File: config.mk
export PLATFORM = sky130hd
export DESIGN_NAME = cfgld_top
export DESIGN_NICKNAME = d
export VERILOG_FILES = /design/src/rtl/cfgld_pkg.sv /design/src/rtl/cfgld_dpath.sv /design/src/rtl/cfgld_ctrl.sv /design/src/rtl/cfgld_top.sv
export SDC_FILE = /design/constraint.sdc
export NUM_CORES = 1
export LEC_CHECK = 0
export BUFFER_PORTS_ARGS = -buffer_cell sky130_fd_sc_hd__buf_2
export CORE_MARGIN = 5
export CORE_UTILIZATION = 50
export CTS_CLUSTER_DIAMETER = 120
export DETAILED_ROUTE_END_ITERATION = 10
export GPL_TIMING_DRIVEN = 0
export PLACE_DENSITY = 0.69
export SYNTH_ARGS = -nofsm -noshare
export SYNTH_HDL_FRONTEND = slang
export SYNTH_SLANG_ARGS = --single-unit
File: constraint.sdc
create_clock -name clk -period 3.8 [get_ports clk]
set_clock_uncertainty 0.1 [all_clocks]
set_input_delay 0.57 -clock clk [delete_from_list [all_inputs] [get_ports clk]]
set_output_delay 0.57 -clock clk [all_outputs]
set_load 0.02 [all_outputs]
File: src/rtl/cfgld_pkg.sv
package cfgld_pkg;
  timeunit 1ns; timeprecision 100ps;

  localparam int CW_W       = 64;
  localparam int SRC_EN_LSB = 0;
  localparam int MODE_BIT   = 4;
  localparam int VCO_LSB    = 8;
  localparam int MUX_LSB    = 12;
  localparam int SETTLE_LSB = 16;
  localparam int SETTLE_DEF = 2048;
  localparam int MUX_DEF    = 2;

  typedef enum logic [1:0] {
    RSP_OK    = 2'd0,
    RSP_BUSY  = 2'd1,
    RSP_BLOCK = 2'd2,
    RSP_FAIL  = 2'd3
  } rsp_e;

  typedef enum logic [1:0] {
    ERR_NONE  = 2'd0,
    ERR_BUSY  = 2'd1,
    ERR_BLOCK = 2'd2,
    ERR_NODEV = 2'd3
  } err_e;

  // strobes from the sequencer control to the datapath
  typedef struct packed {
    logic clear;
    logic advance;
    logic bumpBusy;
    logic bumpBlock;
    logic loadShort;
    logic loadTicks;
    logic pauseRun;
    logic setErr;
    err_e errCode;
  } seq_stb_t;

  // setup words carry one rate code and one enable; the last enables all sources
  function automatic logic [CW_W-1:0] defaultWord(int idx, int lastIdx);
    logic [CW_W-1:0] w;
    w = (CW_W'(SETTLE_DEF) << SETTLE_LSB) | (CW_W'(MUX_DEF) << MUX_LSB) |
        (CW_W'(1) << MODE_BIT);
    if (idx < lastIdx)
      w = w | (CW_W'(idx + 1) << VCO_LSB) | (CW_W'(1) << (SRC_EN_LSB + idx));
    else
      w = w | (CW_W'(7) << SRC_EN_LSB);
    return w;
  endfunction
endpackage

File: src/rtl/cfgld_dpath.sv
module cfgld_dpath
  import cfgld_pkg::*;
#(
  parameter int NUM_WORDS    = 4,
  parameter int BUSY_LIMIT   = 100,
  parameter int BLOCK_LIMIT  = 60000,
  parameter int PAUSE_CYCLES = 50,
  parameter int TICK_W       = 16,
  localparam int IDX_W       = (NUM_WORDS > 1) ? $clog2(NUM_WORDS) : 1
) (
  input  logic              clk,
  input  logic              rstN,
  input  seq_stb_t          stb,
  input  logic              bufWe,
  input  logic [IDX_W-1:0]  bufAddr,
  input  logic [CW_W-1:0]   bufData,
  input  logic [TICK_W-1:0] rspTicks,
  output logic [CW_W-1:0]   reqData,
  output logic              busyExhaust,
  output logic              blockExhaust,
  output logic              lastWord,
  output logic              pauseLast,
  output err_e              errCode
);
  timeunit 1ns; timeprecision 100ps;

  localparam int BCW    = $clog2(BUSY_LIMIT + 1);
  localparam int KCW    = $clog2(BLOCK_LIMIT + 1);
  localparam int PSHORT = $clog2(PAUSE_CYCLES + 1);
  localparam int PSW    = (TICK_W > PSHORT) ? TICK_W : PSHORT;

  logic [CW_W-1:0]  words [NUM_WORDS];
  logic [IDX_W-1:0] wordIdx;
  logic [BCW-1:0]   busyCnt;
  logic [KCW-1:0]   blockCnt;
  logic [PSW-1:0]   pauseCnt;

  // word buffer, reset to the example configuration
  always_ff @(posedge clk or negedge rstN) begin
    if (!rstN) begin
      for (int i = 0; i < NUM_WORDS; i++) words[i] <= defaultWord(i, NUM_WORDS - 1);
    end else if (bufWe) begin
      words[bufAddr] <= bufData;
    end
  end

  always_ff @(posedge clk or negedge rstN) begin
    if (!rstN) begin
      wordIdx  <= '0;
      busyCnt  <= '0;
      blockCnt <= '0;
      errCode  <= ERR_NONE;
    end else if (stb.clear) begin
      wordIdx  <= '0;
      busyCnt  <= '0;
      blockCnt <= '0;
      errCode  <= ERR_NONE;
    end else begin
      if (stb.advance)   wordIdx  <= wordIdx + 1'b1;
      if (stb.bumpBusy)  busyCnt  <= busyCnt + 1'b1;
      if (stb.bumpBlock) blockCnt <= blockCnt + 1'b1;
      if (stb.setErr)    errCode  <= stb.errCode;
    end
  end

  always_ff @(posedge clk or negedge rstN) begin
    if (!rstN)              pauseCnt <= '0;
    else if (stb.loadShort) pauseCnt <= PSW'(PAUSE_CYCLES);
    else if (stb.loadTicks) pauseCnt <= PSW'(rspTicks);
    else if (stb.pauseRun)  pauseCnt <= pauseCnt - 1'b1;
  end

  assign reqData      = words[wordIdx];
  assign busyExhaust  = (busyCnt == BCW'(BUSY_LIMIT - 1));
  assign blockExhaust = (blockCnt == KCW'(BLOCK_LIMIT - 1));
  assign lastWord     = (wordIdx == IDX_W'(NUM_WORDS - 1));
  assign pauseLast    = (pauseCnt == PSW'(1));


  busy_count_bound_chk: assert property (@(posedge clk) disable iff (!rstN)
    busyCnt <= BCW'(BUSY_LIMIT - 1));

  block_count_bound_chk: assert property (@(posedge clk) disable iff (!rstN)
    blockCnt <= KCW'(BLOCK_LIMIT - 1));

  advance_in_range_chk: assert property (@(posedge clk) disable iff (!rstN)
    stb.advance |-> !lastWord);

  pause_live_chk: assert property (@(posedge clk) disable iff (!rstN)
    stb.pauseRun |-> pauseCnt != '0);
endmodule

File: src/rtl/cfgld_ctrl.sv
module cfgld_ctrl
  import cfgld_pkg::*;
(
  input  logic       clk,
  input  logic       rstN,
  input  logic       start,
  input  logic       rspValid,
  input  logic [1:0] rspCode,
  input  logic       ticksZero,
  input  logic       busyExhaust,
  input  logic       blockExhaust,
  input  logic       lastWord,
  input  logic       pauseLast,
  output seq_stb_t   stb,
  output logic       reqValid,
  output logic       reqWrite,
  output logic       done
);
  timeunit 1ns; timeprecision 100ps;

  typedef enum logic [1:0] {S_IDLE, S_ISSUE, S_WAIT, S_PAUSE} state_e;

  state_e state, stateNext;
  logic   readPhase, readPhaseNext, doneNext;

  always_comb begin
    stb           = '0;
    stateNext     = state;
    readPhaseNext = readPhase;
    doneNext      = 1'b0;
    unique case (state)
      S_IDLE: begin
        if (start) begin
          stb.clear     = 1'b1;
          readPhaseNext = 1'b0;
          stateNext     = S_ISSUE;
        end
      end
      S_ISSUE: stateNext = S_WAIT;
      S_WAIT: begin
        if (rspValid) begin
          unique case (rsp_e'(rspCode))
            RSP_OK: begin
              if (!readPhase) begin
                readPhaseNext = 1'b1;
                stateNext     = S_ISSUE;
              end else if (lastWord) begin
                doneNext  = 1'b1;
                stateNext = S_IDLE;
              end else begin
                stb.advance   = 1'b1;
                readPhaseNext = 1'b0;
                stateNext     = S_ISSUE;
              end
            end
            RSP_BUSY: begin
              if (busyExhaust) begin
                stb.setErr  = 1'b1;
                stb.errCode = ERR_BUSY;
                doneNext    = 1'b1;
                stateNext   = S_IDLE;
              end else begin
                stb.bumpBusy  = 1'b1;
                stb.loadShort = 1'b1;
                stateNext     = S_PAUSE;
              end
            end
            RSP_BLOCK: begin
              if (blockExhaust) begin
                stb.setErr  = 1'b1;
                stb.errCode = ERR_BLOCK;
                doneNext    = 1'b1;
                stateNext   = S_IDLE;
              end else begin
                stb.bumpBlock = 1'b1;
                stb.loadTicks = !ticksZero;
                stateNext     = ticksZero ? S_ISSUE : S_PAUSE;
              end
            end
            default: begin
              stb.setErr  = 1'b1;
              stb.errCode = ERR_NODEV;
              doneNext    = 1'b1;
              stateNext   = S_IDLE;
            end
          endcase
        end
      end
      S_PAUSE: begin
        stb.pauseRun = 1'b1;
        if (pauseLast) stateNext = S_ISSUE;
      end
      default: stateNext = S_IDLE;
    endcase
  end

  always_ff @(posedge clk or negedge rstN) begin
    if (!rstN) begin
      state     <= S_IDLE;
      readPhase <= 1'b0;
      done      <= 1'b0;
    end else begin
      state     <= stateNext;
      readPhase <= readPhaseNext;
      done      <= doneNext;
    end
  end

  assign reqValid = (state == S_ISSUE);
  assign reqWrite = !readPhase;


  done_single_chk: assert property (@(posedge clk) disable iff (!rstN)
    done |=> !done);

  req_single_chk: assert property (@(posedge clk) disable iff (!rstN)
    reqValid |=> !reqValid);
endmodule

File: src/rtl/cfgld_top.sv
module cfgld_top
  import cfgld_pkg::*;
#(
  parameter int NUM_WORDS    = 4,
  parameter int BUSY_LIMIT   = 100,
  parameter int BLOCK_LIMIT  = 60000,
  parameter int PAUSE_CYCLES = 50,
  parameter int TICK_W       = 16,
  localparam int IDX_W       = (NUM_WORDS > 1) ? $clog2(NUM_WORDS) : 1
) (
  input  logic              clk,
  input  logic              rstN,
  input  logic              start,
  output logic              done,
  output logic [1:0]        err,
  input  logic              bufWe,
  input  logic [IDX_W-1:0]  bufAddr,
  input  logic [63:0]       bufData,
  output logic              reqValid,
  output logic              reqWrite,
  output logic [63:0]       reqData,
  input  logic              rspValid,
  input  logic [1:0]        rspCode,
  input  logic [TICK_W-1:0] rspTicks
);
  timeunit 1ns; timeprecision 100ps;

  seq_stb_t stb;
  logic     busyExhaust, blockExhaust, lastWord, pauseLast;
  err_e     errCode;

  cfgld_ctrl i_ctrl (
    .clk(clk), .rstN(rstN), .start(start), .rspValid(rspValid), .rspCode(rspCode),
    .ticksZero(rspTicks == '0), .busyExhaust(busyExhaust), .blockExhaust(blockExhaust),
    .lastWord(lastWord), .pauseLast(pauseLast), .stb(stb), .reqValid(reqValid),
    .reqWrite(reqWrite), .done(done)
  );

  cfgld_dpath #(
    .NUM_WORDS(NUM_WORDS), .BUSY_LIMIT(BUSY_LIMIT), .BLOCK_LIMIT(BLOCK_LIMIT),
    .PAUSE_CYCLES(PAUSE_CYCLES), .TICK_W(TICK_W)
  ) i_dpath (
    .clk(clk), .rstN(rstN), .stb(stb), .bufWe(bufWe), .bufAddr(bufAddr),
    .bufData(bufData), .rspTicks(rspTicks), .reqData(reqData),
    .busyExhaust(busyExhaust), .blockExhaust(blockExhaust), .lastWord(lastWord),
    .pauseLast(pauseLast), .errCode(errCode)
  );

  assign err = errCode;


  err_hold_chk: assert property (@(posedge clk) disable iff (!rstN)
    (err != 2'd0 && !start) |=> $stable(err));
endmodule

======== Yosys cells after proc, flatten, opt, wreduce, memory -nomap -nowiden ========
Index checks and enable logic that the tools add are counted.
word-level totals
  input port bits ......................... 89
  output and inout port bits .............. 69
  word-level logic and storage cells ...... 106
  bits in registers ....................... 303
operators by class
  bitwise operators ....................... 2
  equality and inequality tests ........... 13
  reduce and logical (&&, ||, !) cells .... 14
  $lt $le $gt $ge ......................... 3
  mux-type cells .......................... 58
  $add $sub $neg .......................... 4
operator list
  operator                                                                 count
  256-bit bitwise mux                                                      1
  64-bit two-way mux                                                       3
  64-bit binary-select mux with 2-bit select                               1
  64-bit demux with 2-bit select                                           1
  16-bit two-way mux                                                       5
  1-bit two-way mux                                                        24
  2-bit two-way mux                                                        10
  16-bit by 1-bit adder with 16-bit output (second input constant)         1
  16-bit by 1-bit equality test with 1-bit output (second input constant)  1
  16-bit equality test (second input constant)                             1
  16-bit logical NOT                                                       1
  16-bit by 1-bit subtractor with 16-bit output (second input constant)    1
  7-bit two-way mux                                                        2
  3-bit two-way mux                                                        4
  5-bit two-way mux                                                        2
  2-bit nonzero test                                                       5
  3-bit case mux with 3 select lines                                       1
  2-bit equality test (second input constant)                              4
  2-bit case mux with 4 select lines                                       1
  7-bit by 1-bit adder with 7-bit output (second input constant)           1
  7-bit equality test (second input constant)                              1
  3-bit >= comparator (second input constant)                              2
  2-bit inequality test (second input constant)                            3
  2-bit inverter with 3-bit output                                         2
  other kinds (13)                                                         16

======== Logic depth before layout (Yosys ltp) ========
Gate-level depths: netlist of run 1.
  depth after elaboration ................. 8
  mapped depth ............................ 9
  mapped depth without buffers ............ 7

======== Modules after synthesis ========
From an unflattened synthesis of run 1, not the netlist that was laid out.
second synthesis, totals
  cells, all modules ...................... 911
  area, all modules ....................... 13709.4 µm²
by module, submodules not included
  module       cells each  seq. area each (µm²)  times used  area each (µm²)
  cfgld_dpath  858         7509.7                1           13280.2
  cfgld_ctrl   48          100.1                 1           395.4
  cfgld_top    5           0.0                   1           33.8

======== Least setup slack after synthesis of run 1 ========
OpenSTA, ideal clock, no wires.
  kind .................................... reg2out
  start ................................... reg i_dpath.wordIdx[0]
  end ..................................... out reqData[10]
  data required time ...................... 3.130 ns
  cell stages (with the launch flop) ...... 4
  setup slack ............................. 1.436 ns
  data arrival time ....................... 1.694 ns
  path buffers ............................ 2
  path through ............................ dfrtp_1 > clkbuf_1 > buf_2 > mux4_2
on the way
  word-level cells in the longest chain between the ends .. 4
ends and longest elaborated chain
  item                                                    line               RTL
  start: declaration                                      cfgld_dpath.sv:33  logic [IDX_W-1:0] wordIdx;
  start signal: assignment                                cfgld_dpath.sv:59  if (stb.advance) wordIdx <= wordIdx + 1'b1;
  2-bit inverter with 3-bit output (not written as such)  cfgld_dpath.sv:73  assign reqData = words[wordIdx];
  64-bit binary-select mux with 2-bit select              cfgld_dpath.sv:73
  64-bit two-way mux (not written as such) (2 in series)  cfgld_dpath.sv:73
  end: declaration                                        cfgld_top.sv:21    output logic [63:0] reqData,
Every way passes these cells. The select of a mux whose other input is x is not followed.

======== Worst setup path in the final report of run 1 ========
  start ................................... reg i_dpath.wordIdx[0]
  end ..................................... out reqData[42]
Same word-level chain as after synthesis.

==> results.yml, run 1 <==
timing:
  timing_worst_slew_pin_value_ns: 0.881
  timing.slew.headroom: 0.413
  period_minus_slack_ns: 3.44
  grt_setup_unrepaired: "false"
  timing.final.ws_setup_ns: 0.357
  final_min_period_over_clock_period: 0.906
  max_clock_freq_mhz: 290
  finalSetupViolCount: 0
  hold_viol_final: 0
  timing_max_transition_violations_final: 0
hold_path:
  min-delay-path-class: "in -> reg"
  worst_hold_path.num_cells: 3
detailed_routing:
  routedLengthMet1_mm: 12.5
  routed-wl-met3_mm: 1.68
  postRouteAntennaNets: 0
  detailroute.via_count: 8187
  routed.top_layer: "met5"
  initialDrtViolationCount: 335
  via_per_inst: 5.56
  wl_met2_mm: 13.3
  pre_repair_dr_iteration_count: 4
  remaining_drc_errors: 0
  drt-total-wl_mm: 28.0
  routedWlPerCell_um: 19.0
power_and_ir_drop:
  power.share.combinational: 0.186
  internal_power_mw: 6.92
  power.switching_fraction: 0.258
  leakage_component_of_the_power_nw: 6.88
  share_seq_of_total_power: 0.454
  netSwitchingPower_mw: 2.41
  power.ir.vdd_worst_mv: 0.426
  p_clk_frac: 0.361
  power.density_cell_area_nw_per_um2: 579
placement:
  place.gp.congestion: 0.769
  port_buffers: 156
  placement.cell_area_um2: 14900
  detailedPlace.worstSlack_ns: 0.786
  hpwl_mm: 18.9
synthesis:
  synthArstFlopShare: 1.00
  synthesized_net_count: 1007
  syn-mean-instance-area_um2: 15.0
  post_synth_xor_area_fraction: 0.0212
  synth.area.mux_share: 0.323
  synthFlopType: "sky130_fd_sc_hd__dfrtp_1"
  synth.cell_area_um2: 13700
  dominant_combinational_cell_family_by_area_after_synthesis: "multiplexers"
  compound_cell_area_share_of_the_yosys_netlist: 0.0194
  synth-edff-count: 0
  flip_flop_and_latch_count_after_synthesis: 303
  yosys.area_share.simple: 0.0520
  ys_seq_area_frac: 0.557
  yosysWarningCount: 0
  synth_area_in_adders: 0.00824
  syn-instance-count: 909
  netlist-cell-type-count: 49
critical_path:
  endpoint_kind: "primary output"
  class_of_the_most_critical_setup_path: "reg -> out"
  worstPathArrival_ns: 2.77
  critical_path.max_fanout: 10
  worstPathRequired_ns: 3.13
  r2r_cells: 9
  start_kind: "register"
cts:
  cts_buffers: 34
  clock_sink_count: 303
  clock_network_latency_to_the_later_pin_of_the_worst_skew_pair_ns: 0.50
  max-clock-path-buffers: 3
  tritoncts_clock_tree: "built"
  cts_setup_buffers: 0
  clk_pin_slew_ns: 0.06
  cts-htree-levels: 2
  clock_root_buffer_master: "sky130_fd_sc_hd__clkbuf_16"
layout:
  area_growth_from_synthesis_to_layout_pct: 18.0
  finalNetCount: 1202
  multi_input_area_um2: 5780
  final_core_util: 0.598
  layout_common_cells: "sky130_fd_sc_hd__dfrtp_1, sky130_fd_sc_hd__mux2_2, sky130_fd_sc_hd__buf_2"
  layout.cells.most_common: "sky130_fd_sc_hd__dfrtp_1"
  nFillCells: 2170
  ff_latch_area_um2: 7610
  stdcell_area_um2: 16100
  post_route_cells_drive_above_1_share: 0.504
run:
  max_cap_violations: 0
floorplanning:
  fp.dieArea_um2: 30700
  die_height_um: 175
  die-width_um: 175
  start_util: 0.507
  boundaryPins: 158
  std_cell_rows: 60
  design.core.area_um2: 27000
grt:
  gr-usage-all-layers: 0.186
  grt_remaining_overflow: 0
  grt_pass1_vias: 8711
  antenna_found_initial: 5
  pin_count_of_the_biggest_net_entering_global_routing: 115
  grt_first_pass_wirelength_mm: 46.4
run_status:
  outcome: "completed"
==> registers in the layout, indices dropped and copies added (netlist names) <==
name / count
i_dpath.pauseCnt: 16
i_dpath.words: 256
i_dpath.blockCnt: 16
i_dpath.wordIdx: 2
i_ctrl.done: 1
i_ctrl.state: 2
i_dpath.errCode: 2
i_dpath.busyCnt: 7
i_ctrl.readPhase: 1
==> Yosys cell counts (all sizes together), types with 2 or more instances <==
cell    number  area [µm²]
nor4        10        62.6
mux2i        6        60.1
dfstp       22         578
nor2        45         169
inv          9        33.8
or3          4        25.0
o22ai        2        18.8
a211oi      12        90.1
ha           9         113
nand4        6        37.5
nand3       17        90.1
nand4b       4        35.0
clkbuf      40         150
nand2b       4        25.0
and3         5        31.3
nor3         6        30.0
nand2       14        52.6
mux4        64        1440
a31oi        3        18.8
mux2       258        2910
o21ai        7        35.0
a21oi        9        45.0
nor2b        2        12.5
buf         14        82.6
and2         2        12.5
dfrtp      281        7030
or4          2        15.0
xor2        16         140
xnor2       17         149
nand3b       3        22.5
nor3b        3        22.5
==> power by group through the flow <==
stage	combinational, mW	sequential, mW	clock (mW)
after CTS	1.77	4.23	3.45
after global placement	1.71	4.26	0
final	1.73	4.23	3.36
after global routing	1.91	4.31	3.61
after floorplan	1.27	4.19	0
after detailed placement	1.76	4.28	0
==> timing repair <==
| item | CTS | global route |
|---|---|---|
| setup endpoints to repair | 0 | 0 |
| hold buffers | 1 | 0 |
| endpoints found under the hold margin | 69 | 0 |
| gates resized for setup | 0 | 0 |
==> layout make-up <==
cell class / instances / share of cell area
sequential: 303 / 0.472
buffer: 54 / 0.0144
multi-input combinational: 543 / 0.359
antenna: 1 / 0.000155
clock buffer: 54 / 0.0651
inverter: 9 / 0.00210
tap: 341 / 0.0265
timing repair buffer: 159 / 0.0531
clock inverter: 8 / 0.00753
==> path summary, 6_finish.rpt <==
kind	startpoint	endpoint	slack, ns
max in group asynchronous	rstN	i_dpath.words[137]	2.03
worst max register to register	i_ctrl.state[0]	i_dpath.blockCnt[15]	1.33
worst min register to register	i_dpath.words[69]	i_dpath.words[69]	0.40
worst max-delay path	i_dpath.wordIdx[0]	reqData[42]	0.36
worst min-delay path	rspTicks[4]	i_dpath.pauseCnt[4]	0.21
min in group asynchronous	rstN	i_dpath.pauseCnt[4]	0.53
==> per-layer routing <==
metal | global-route usage | vias up
met2 | 0.298 | 153
li1 | - | 3770
met1 | 0.257 | 4207
met4 | 0.0432 | 8
met5 | 0 | -
met3 | 0.0514 | 49
==> worst max-delay path: stages (launching register included) <==
cell,delay (ns)
sky130_fd_sc_hd__dfrtp_1,0.37
sky130_fd_sc_hd__clkbuf_1,0.60
sky130_fd_sc_hd__buf_2,0.51
sky130_fd_sc_hd__mux4_2,0.60
sky130_fd_sc_hd__buf_2,0.18
==> logic make-up (layout without fill, tap and decap cells) <==
| logic type | Yosys count | count (layout) |
|---|---|---|
| compound gates | 39 | 39 |
| xor+xnor | 33 | 33 |
| mux | 328 | 328 |
| other cells | 0 | 1 |
| flops | 303 | 303 |
| simple gates | 134 | 134 |
| fa+ha+maj | 9 | 9 |
| buf+inv | 63 | 284 |
==> stage by stage <==
stage | power [mW] | hold slack (ns) | TNS, ns | std cells
CTS | 9.45 | 0.191 | 0 | 1471
detailed placement | 6.04 | 0.388 | 0 | 1408
finish | 9.33 | 0.214 | 0 | 1472
global placement | 5.97 | 0.382 | -1068.12 | 1406
floorplan | 5.46 | 0.174 | 0 | 909
global route | 9.83 | 0.223 | 0 | 1472
Note: power is estimated with default switching activity, not from simulation.
==> inputs of run 2 (changes only) <==
--- a/config.mk
+++ b/config.mk
@@ -6,6 +6,7 @@
 export NUM_CORES = 1
 export LEC_CHECK = 0
 export BUFFER_PORTS_ARGS = -buffer_cell sky130_fd_sc_hd__buf_2
+export CORE_ASPECT_RATIO = 1.5
 export CORE_MARGIN = 5
 export CORE_UTILIZATION = 50
 export CTS_CLUSTER_DIAMETER = 120
@@ -15,3 +16,4 @@
 export SYNTH_ARGS = -nofsm -noshare
 export SYNTH_HDL_FRONTEND = slang
 export SYNTH_SLANG_ARGS = --single-unit
+export TNS_END_PERCENT = 50
==> run 2 against run 1 <==
Net effect: the run now ends with negative hold slack left; sequential power about the same; cell area decreased by 0.68%; worst hold slack got worse by 0.26 ns; final cell count fell by 0.48%; non-clock buffer count is 1 lower; worst setup slack improved by 0.0035 ns; critical path depth unchanged; clock-buffer cell count shrank 12; die area increased by 0.22%; total power decreased by 2.6%; sequential share of layout area grew 0.32 points; critical endpoint is now reqData[22].
==> results.yml, run 2 (synthesized netlist as in run 1, its figures left out) <==
detailed_routing:
  remaining_drc_errors: 0
  routed.top_layer: "met5"
  routedWlPerCell_um: 19.6
  postRouteAntennaNets: 0
  routed-wl-met3_mm: 1.33
  drt-total-wl_mm: 28.7
  routedLengthMet1_mm: 11.6
  initialDrtViolationCount: 324
  pre_repair_dr_iteration_count: 4
  via_per_inst: 5.56
  detailroute.via_count: 8141
  wl_met2_mm: 15.2
grt:
  grt_remaining_overflow: 0
  grt_pass1_vias: 8994
  pin_count_of_the_biggest_net_entering_global_routing: 118
  antenna_found_initial: 2
  gr-usage-all-layers: 0.189
  grt_first_pass_wirelength_mm: 47.6
layout:
  layout_common_cells: "sky130_fd_sc_hd__dfrtp_1, sky130_fd_sc_hd__mux2_2, sky130_fd_sc_hd__buf_2"
  largest_registers: "i_dpath.words (256), i_dpath.blockCnt (16), i_dpath.pauseCnt (16)"
  final_core_util: 0.590
  multi_input_area_um2: 5780
  post_route_cells_drive_above_1_share: 0.511
  nFillCells: 2172
  ff_latch_area_um2: 7610
  area_growth_from_synthesis_to_layout_pct: 17.2
  flip_flop_count_of_the_largest_register_all_copies_and_words_added: 256
  registers.top_by_ff_count: "i_dpath.words"
  layout.cells.most_common: "sky130_fd_sc_hd__dfrtp_1"
  finalNetCount: 1197
critical_path:
  crit_slowest_cell: "sky130_fd_sc_hd__clkbuf_1"
  endpoint_kind: "primary output"
  worstPathRequired_ns: 3.13
  path_cells: "clkbuf_1 -> buf_2 -> mux4_2 -> buf_2"
  critical-path-top-cell-by-count: "sky130_fd_sc_hd__buf_2"
  class_of_the_most_critical_setup_path: "reg -> out"
  critical-path-max-stage-delay_ns: 0.59
  critical_path.max_fanout: 10
  worstPathArrival_ns: 2.77
  start_kind: "register"
timing:
  timing.final.ws_setup_ns: 0.361
  timing_max_transition_violations_final: 0
  fin_worst_hold_slack_ns: -0.0462
  hold_viol_final: 9
  max_clock_freq_mhz: 291
  timing.slew.headroom: 0.385
  period_minus_slack_ns: 3.44
  finalSetupViolCount: 0
  final_min_period_over_clock_period: 0.905
  timing_worst_slew_pin_value_ns: 0.923
  grt_setup_unrepaired: "false"
power_and_ir_drop:
  power.ir.vdd_worst_mv: 0.517
  share_seq_of_total_power: 0.467
  power.switching_fraction: 0.263
  leakage_component_of_the_power_nw: 6.82
  finalPower_mw: 9.09
  p_clk_frac: 0.343
  power.density_cell_area_nw_per_um2: 568
  power.share.combinational: 0.190
  netSwitchingPower_mw: 2.39
  internal_power_mw: 6.70
cts:
  cts_setup_buffers: 0
  clock_sink_count: 303
  max-clock-path-buffers: 3
  clk_pin_slew_ns: 0.06
  tritoncts_clock_tree: "built"
  cts_buffers: 30
  cts-htree-levels: 1
  clock_network_latency_to_the_later_pin_of_the_worst_skew_pair_ns: 0.55
  post_cts_resize_count: 0
  cts_hold_buf: 0
  clock_root_buffer_master: "sky130_fd_sc_hd__clkbuf_16"
floorplanning:
  fp.dieArea_um2: 30800
  std_cell_rows: 74
  boundaryPins: 158
  design.core.area_um2: 27100
  die-width_um: 145
  start_util: 0.504
  die_height_um: 212
placement:
  port_buffers: 156
  place.gp.congestion: 0.793
  detailedPlace.worstSlack_ns: 0.788
  hpwl_mm: 19.6
run:
  max_cap_violations: 0
run_status:
  outcome: "complete, but fails checks"
  violations: "negative hold slack"
hold_path:
  min-delay-path-class: "in -> async"
==> run 2: worst max-delay path: cells and delay by family (launching register included) <==
family	cells	cell delay, ns
buffers and inverters	3	1.24
multiplexers	1	0.59
flip-flops	1	0.37
==> run 2: through the flow <==
step | instances | area (µm²) | setup TNS (ns)
final | 1465 | 16000 | 0
after global routing | 1465 | 16000 | 0
after CTS | 1464 | 16000 | 0
after detailed placement | 1409 | 14900 | 0
after global placement | 1407 | 14900 | -1065.61
after floorplan | 909 | 13700 | 0
==> run 2: per-layer routing <==
metal,up-vias,global-route usage
met2,130,0.342
met3,33,0.0369
met4,2,0.0491
met1,4235,0.234
li1,3741,-
met5,-,0
==> run 2: worst paths after layout <==
check | startpoint | to | depth (start not counted) | slack, ns
worst max-delay path | i_dpath.wordIdx[0] | reqData[22] | 4 | 0.36
worst min-delay path | rstN | i_dpath.pauseCnt[7] | 1 | -0.05
worst max register to register | i_ctrl.state[0] | i_dpath.blockCnt[15] | 9 | 1.37
worst min register to register | i_dpath.words[47] | i_dpath.words[47] | 1 | 0.40
max in group asynchronous | rstN | i_dpath.words[10] | 2 | 2.53
min in group clk | rspTicks[5] | i_dpath.pauseCnt[5] | 3 | 0.17
==> run 2: power groups by stage <==
stage                     logic, mW  registers [mW]  clock network (mW)
after floorplan                1.27            4.19                   0
after global placement         1.71            4.26                   0
after detailed placement       1.76            4.30                   0
after CTS                      1.77            4.24                3.22
after global routing           1.90            4.32                3.34
final                          1.73            4.24                3.12
==> run 2: layout make-up <==
type,count,area share
clock inverter,13,0.00961
antenna,1,0.000156
multi-input combinational,543,0.361
inverter,9,0.00211
tap,342,0.0267
buffer,54,0.0145
sequential,303,0.475
timing repair buffer,158,0.0528
clock buffer,42,0.0573
==> inputs of run 3 (changes only) <==
--- a/config.mk
+++ b/config.mk
@@ -6,8 +6,9 @@
 export NUM_CORES = 1
 export LEC_CHECK = 0
 export BUFFER_PORTS_ARGS = -buffer_cell sky130_fd_sc_hd__buf_2
+export CAP_MARGIN = 30
 export CORE_ASPECT_RATIO = 1.5
-export CORE_MARGIN = 5
+export CORE_MARGIN = 1.5
 export CORE_UTILIZATION = 50
 export CTS_CLUSTER_DIAMETER = 120
 export DETAILED_ROUTE_END_ITERATION = 10
==> run 3 against run 2 <==
Net effect: the run now ends clean; via count up 0.63%; critical path depth unchanged; wire length down 1.6%; worst hold slack better by 0.22 ns; clock-buffer cell count down 3; first-iteration DRC count up 5.2%; cell area down 0.54%; combinational power about the same; sequential share of layout area up 0.26 points; core utilization up 0.69 points; final cell count down 0.55%; critical endpoint is now reqData[43]; largest power group unchanged; highest routed layer unchanged.
==> results.yml, run 3 (synthesized netlist as in run 1, its figures left out) <==
power_and_ir_drop:
  power.ir.vdd_worst_mv: 0.442
  power.share.combinational: 0.193
  internal_power_mw: 6.58
  netSwitchingPower_mw: 2.37
  power.density_cell_area_nw_per_um2: 562
  power.switching_fraction: 0.265
  share_seq_of_total_power: 0.475
  leakage_component_of_the_power_nw: 6.79
  p_clk_frac: 0.332
  finalPower_mw: 8.95
layout:
  largest_registers: "i_dpath.words (256), i_dpath.blockCnt (16), i_dpath.pauseCnt (16)"
  nFillCells: 2144
  layout_common_cells: "sky130_fd_sc_hd__dfrtp_1, sky130_fd_sc_hd__mux2_2, sky130_fd_sc_hd__buf_2"
  finalNetCount: 1197
  registers.top_by_ff_count: "i_dpath.words"
  ant_diodes: 0
  area_growth_from_synthesis_to_layout_pct: 16.6
  final_core_util: 0.597
  flip_flop_count_of_the_largest_register_all_copies_and_words_added: 256
  post_route_cells_drive_above_1_share: 0.505
  layout.cells.most_common: "sky130_fd_sc_hd__dfrtp_1"
detailed_routing:
  drt-total-wl_mm: 28.3
  remaining_drc_errors: 0
  via_per_inst: 5.62
  pre_repair_dr_iteration_count: 5
  initialDrtViolationCount: 341
  postRouteAntennaNets: 0
  detailroute.via_count: 8192
  routedWlPerCell_um: 19.4
hold_path:
  min-delay-path-class: "in -> reg"
  min_to: "i_dpath.pauseCnt[4]"
  hp-start: "rspTicks[4]"
  worst_hold_path.num_cells: 3
critical_path:
  critical-path-top-cell-by-count: "sky130_fd_sc_hd__buf_2"
  worst_path_bufs_invs: 3
  worstSetupPathDepth: 4
  class_of_the_most_critical_setup_path: "reg -> out"
  worstPathArrival_ns: 2.79
  reg2reg_from: "i_ctrl.state[0]"
  worstReg2RegEnd: "i_dpath.blockCnt[15]"
  crit_slowest_cell: "sky130_fd_sc_hd__clkbuf_1"
  endpoint_kind: "primary output"
  path_cells: "clkbuf_1 -> buf_2 -> mux4_2 -> buf_2"
  worstPathRequired_ns: 3.13
  crit_family: "buffers and inverters"
  critical_path.max_fanout: 10
  reg2reg_setup_slack_ns: 1.28
  critical-path-max-stage-delay_ns: 0.63
  start_kind: "register"
  r2r_cells: 9
placement:
  detailedPlace.worstSlack_ns: 0.801
  port_buffers: 156
  hpwl_mm: 19.2
  place.gp.congestion: 0.793
cts:
  clk_pin_slew_ns: 0.07
  post_cts_resize_count: 0
  clock_sink_count: 303
  clock_network_latency_to_the_later_pin_of_the_worst_skew_pair_ns: 0.54
  cts-htree-levels: 1
  cts_buffers: 29
  max-clock-path-buffers: 3
  clock_root_buffer_master: "sky130_fd_sc_hd__clkbuf_16"
  cts_setup_buffers: 0
  tritoncts_clock_tree: "built"
timing:
  timing_worst_slew_pin_value_ns: 0.840
  finalSetupViolCount: 0
  max_clock_freq_mhz: 289
  timing.final.ws_setup_ns: 0.338
  final_min_period_over_clock_period: 0.911
  timing.slew.headroom: 0.440
  fin_setup_tns_ns: 0
  period_minus_slack_ns: 3.46
  grt_setup_unrepaired: "false"
  hold_viol_final: 0
  timing_max_transition_violations_final: 0
grt:
  grt_pass1_vias: 8749
  antenna_found_initial: 1
  gr-usage-all-layers: 0.208
  grt_remaining_overflow: 0
  pin_count_of_the_biggest_net_entering_global_routing: 124
  grt_first_pass_wirelength_mm: 46.0
floorplanning:
  die-width_um: 138
  die_height_um: 205
  fp.dieArea_um2: 28300
  std_cell_rows: 73
  boundaryPins: 158
  design.core.area_um2: 26700
  start_util: 0.512
run_status:
  outcome: "completed"
run:
  max_cap_violations: 0
run 3: cell types whose count changed in the layout (fill, tap and decap cells not counted), sizes merged:
cell         delta
bufinv          +1
dlygate4sd3     +1
clkbuf          -3
diode           -1
clkinvlp        -2
clkinv          +1
run 3: layout make-up:
cell class | count | area (µm²) | share of cell area
plain buffers | 54 | 233 | 0.0146
clock buffers | 39 | 813 | 0.0511
clock inverters | 13 | 170 | 0.0107
inverters | 9 | 33.8 | 0.00212
multi-input cells | 543 | 5780 | 0.363
flip-flops and latches | 303 | 7610 | 0.478
well taps | 337 | 422 | 0.0265
repair buffers | 159 | 856 | 0.0538
run 3: worst max-delay path by stage:
stage / slack, ns / from / to
final: 0.34 / i_dpath.wordIdx[0] / reqData[43]
after global routing: 0.08 / i_dpath.wordIdx[0] / reqData[24]
after CTS: 0.19 / i_dpath.wordIdx[0] / reqData[24]
after detailed placement: 0.80 / i_dpath.wordIdx[0] / reqData[13]
after global placement: -3.62 / rstN / i_dpath.words[139]
after floorplan: 1.44 / i_dpath.wordIdx[0] / reqData[10]
run 3: what timing repair did:
item | 4_1_cts | 5_1_grt
setup endpoints to repair | 0 | 0
endpoints found under the hold margin | 70 | 0
hold buffers | 1 | 0
run 3: layer usage:
layer,wire length (µm),global-route usage
met5,16,0
met1,11500,0.260
met2,14800,0.369
met3,1260,0.0333
met4,627,0.0614
run 3: worst reg2reg max path: cells and delay by family, from the launching register on:
family | cells | cell delay [ns]
buf+inv | 3 | 0.56
compound gates | 1 | 0.14
simple gates | 4 | 1.08
fa+ha+maj | 1 | 0.14
flops | 1 | 0.41
run 3: power by group through the flow:
stage / combinational (mW) / sequential (mW) / clock, mW
floorplan: 1.27 / 4.19 / 0
global placement: 1.70 / 4.27 / 0
detailed placement: 1.75 / 4.30 / 0
CTS: 1.77 / 4.25 / 3.05
global route: 1.90 / 4.32 / 3.17
finish: 1.73 / 4.25 / 2.97
run 3: through the flow:
| step | cells | cell area [µm²] | hold WS, ns |
|---|---|---|---|
| 5_1_grt | 1457 | 15900 | 0.182 |
| 3_5_place_dp | 1404 | 14900 | 0.387 |
| 4_1_cts | 1457 | 15900 | 0.157 |
| 3_3_place_gp | 1402 | 14900 | 0.381 |
| 6_report | 1457 | 15900 | 0.177 |
| 2_1_floorplan | 909 | 13700 | 0.174 |
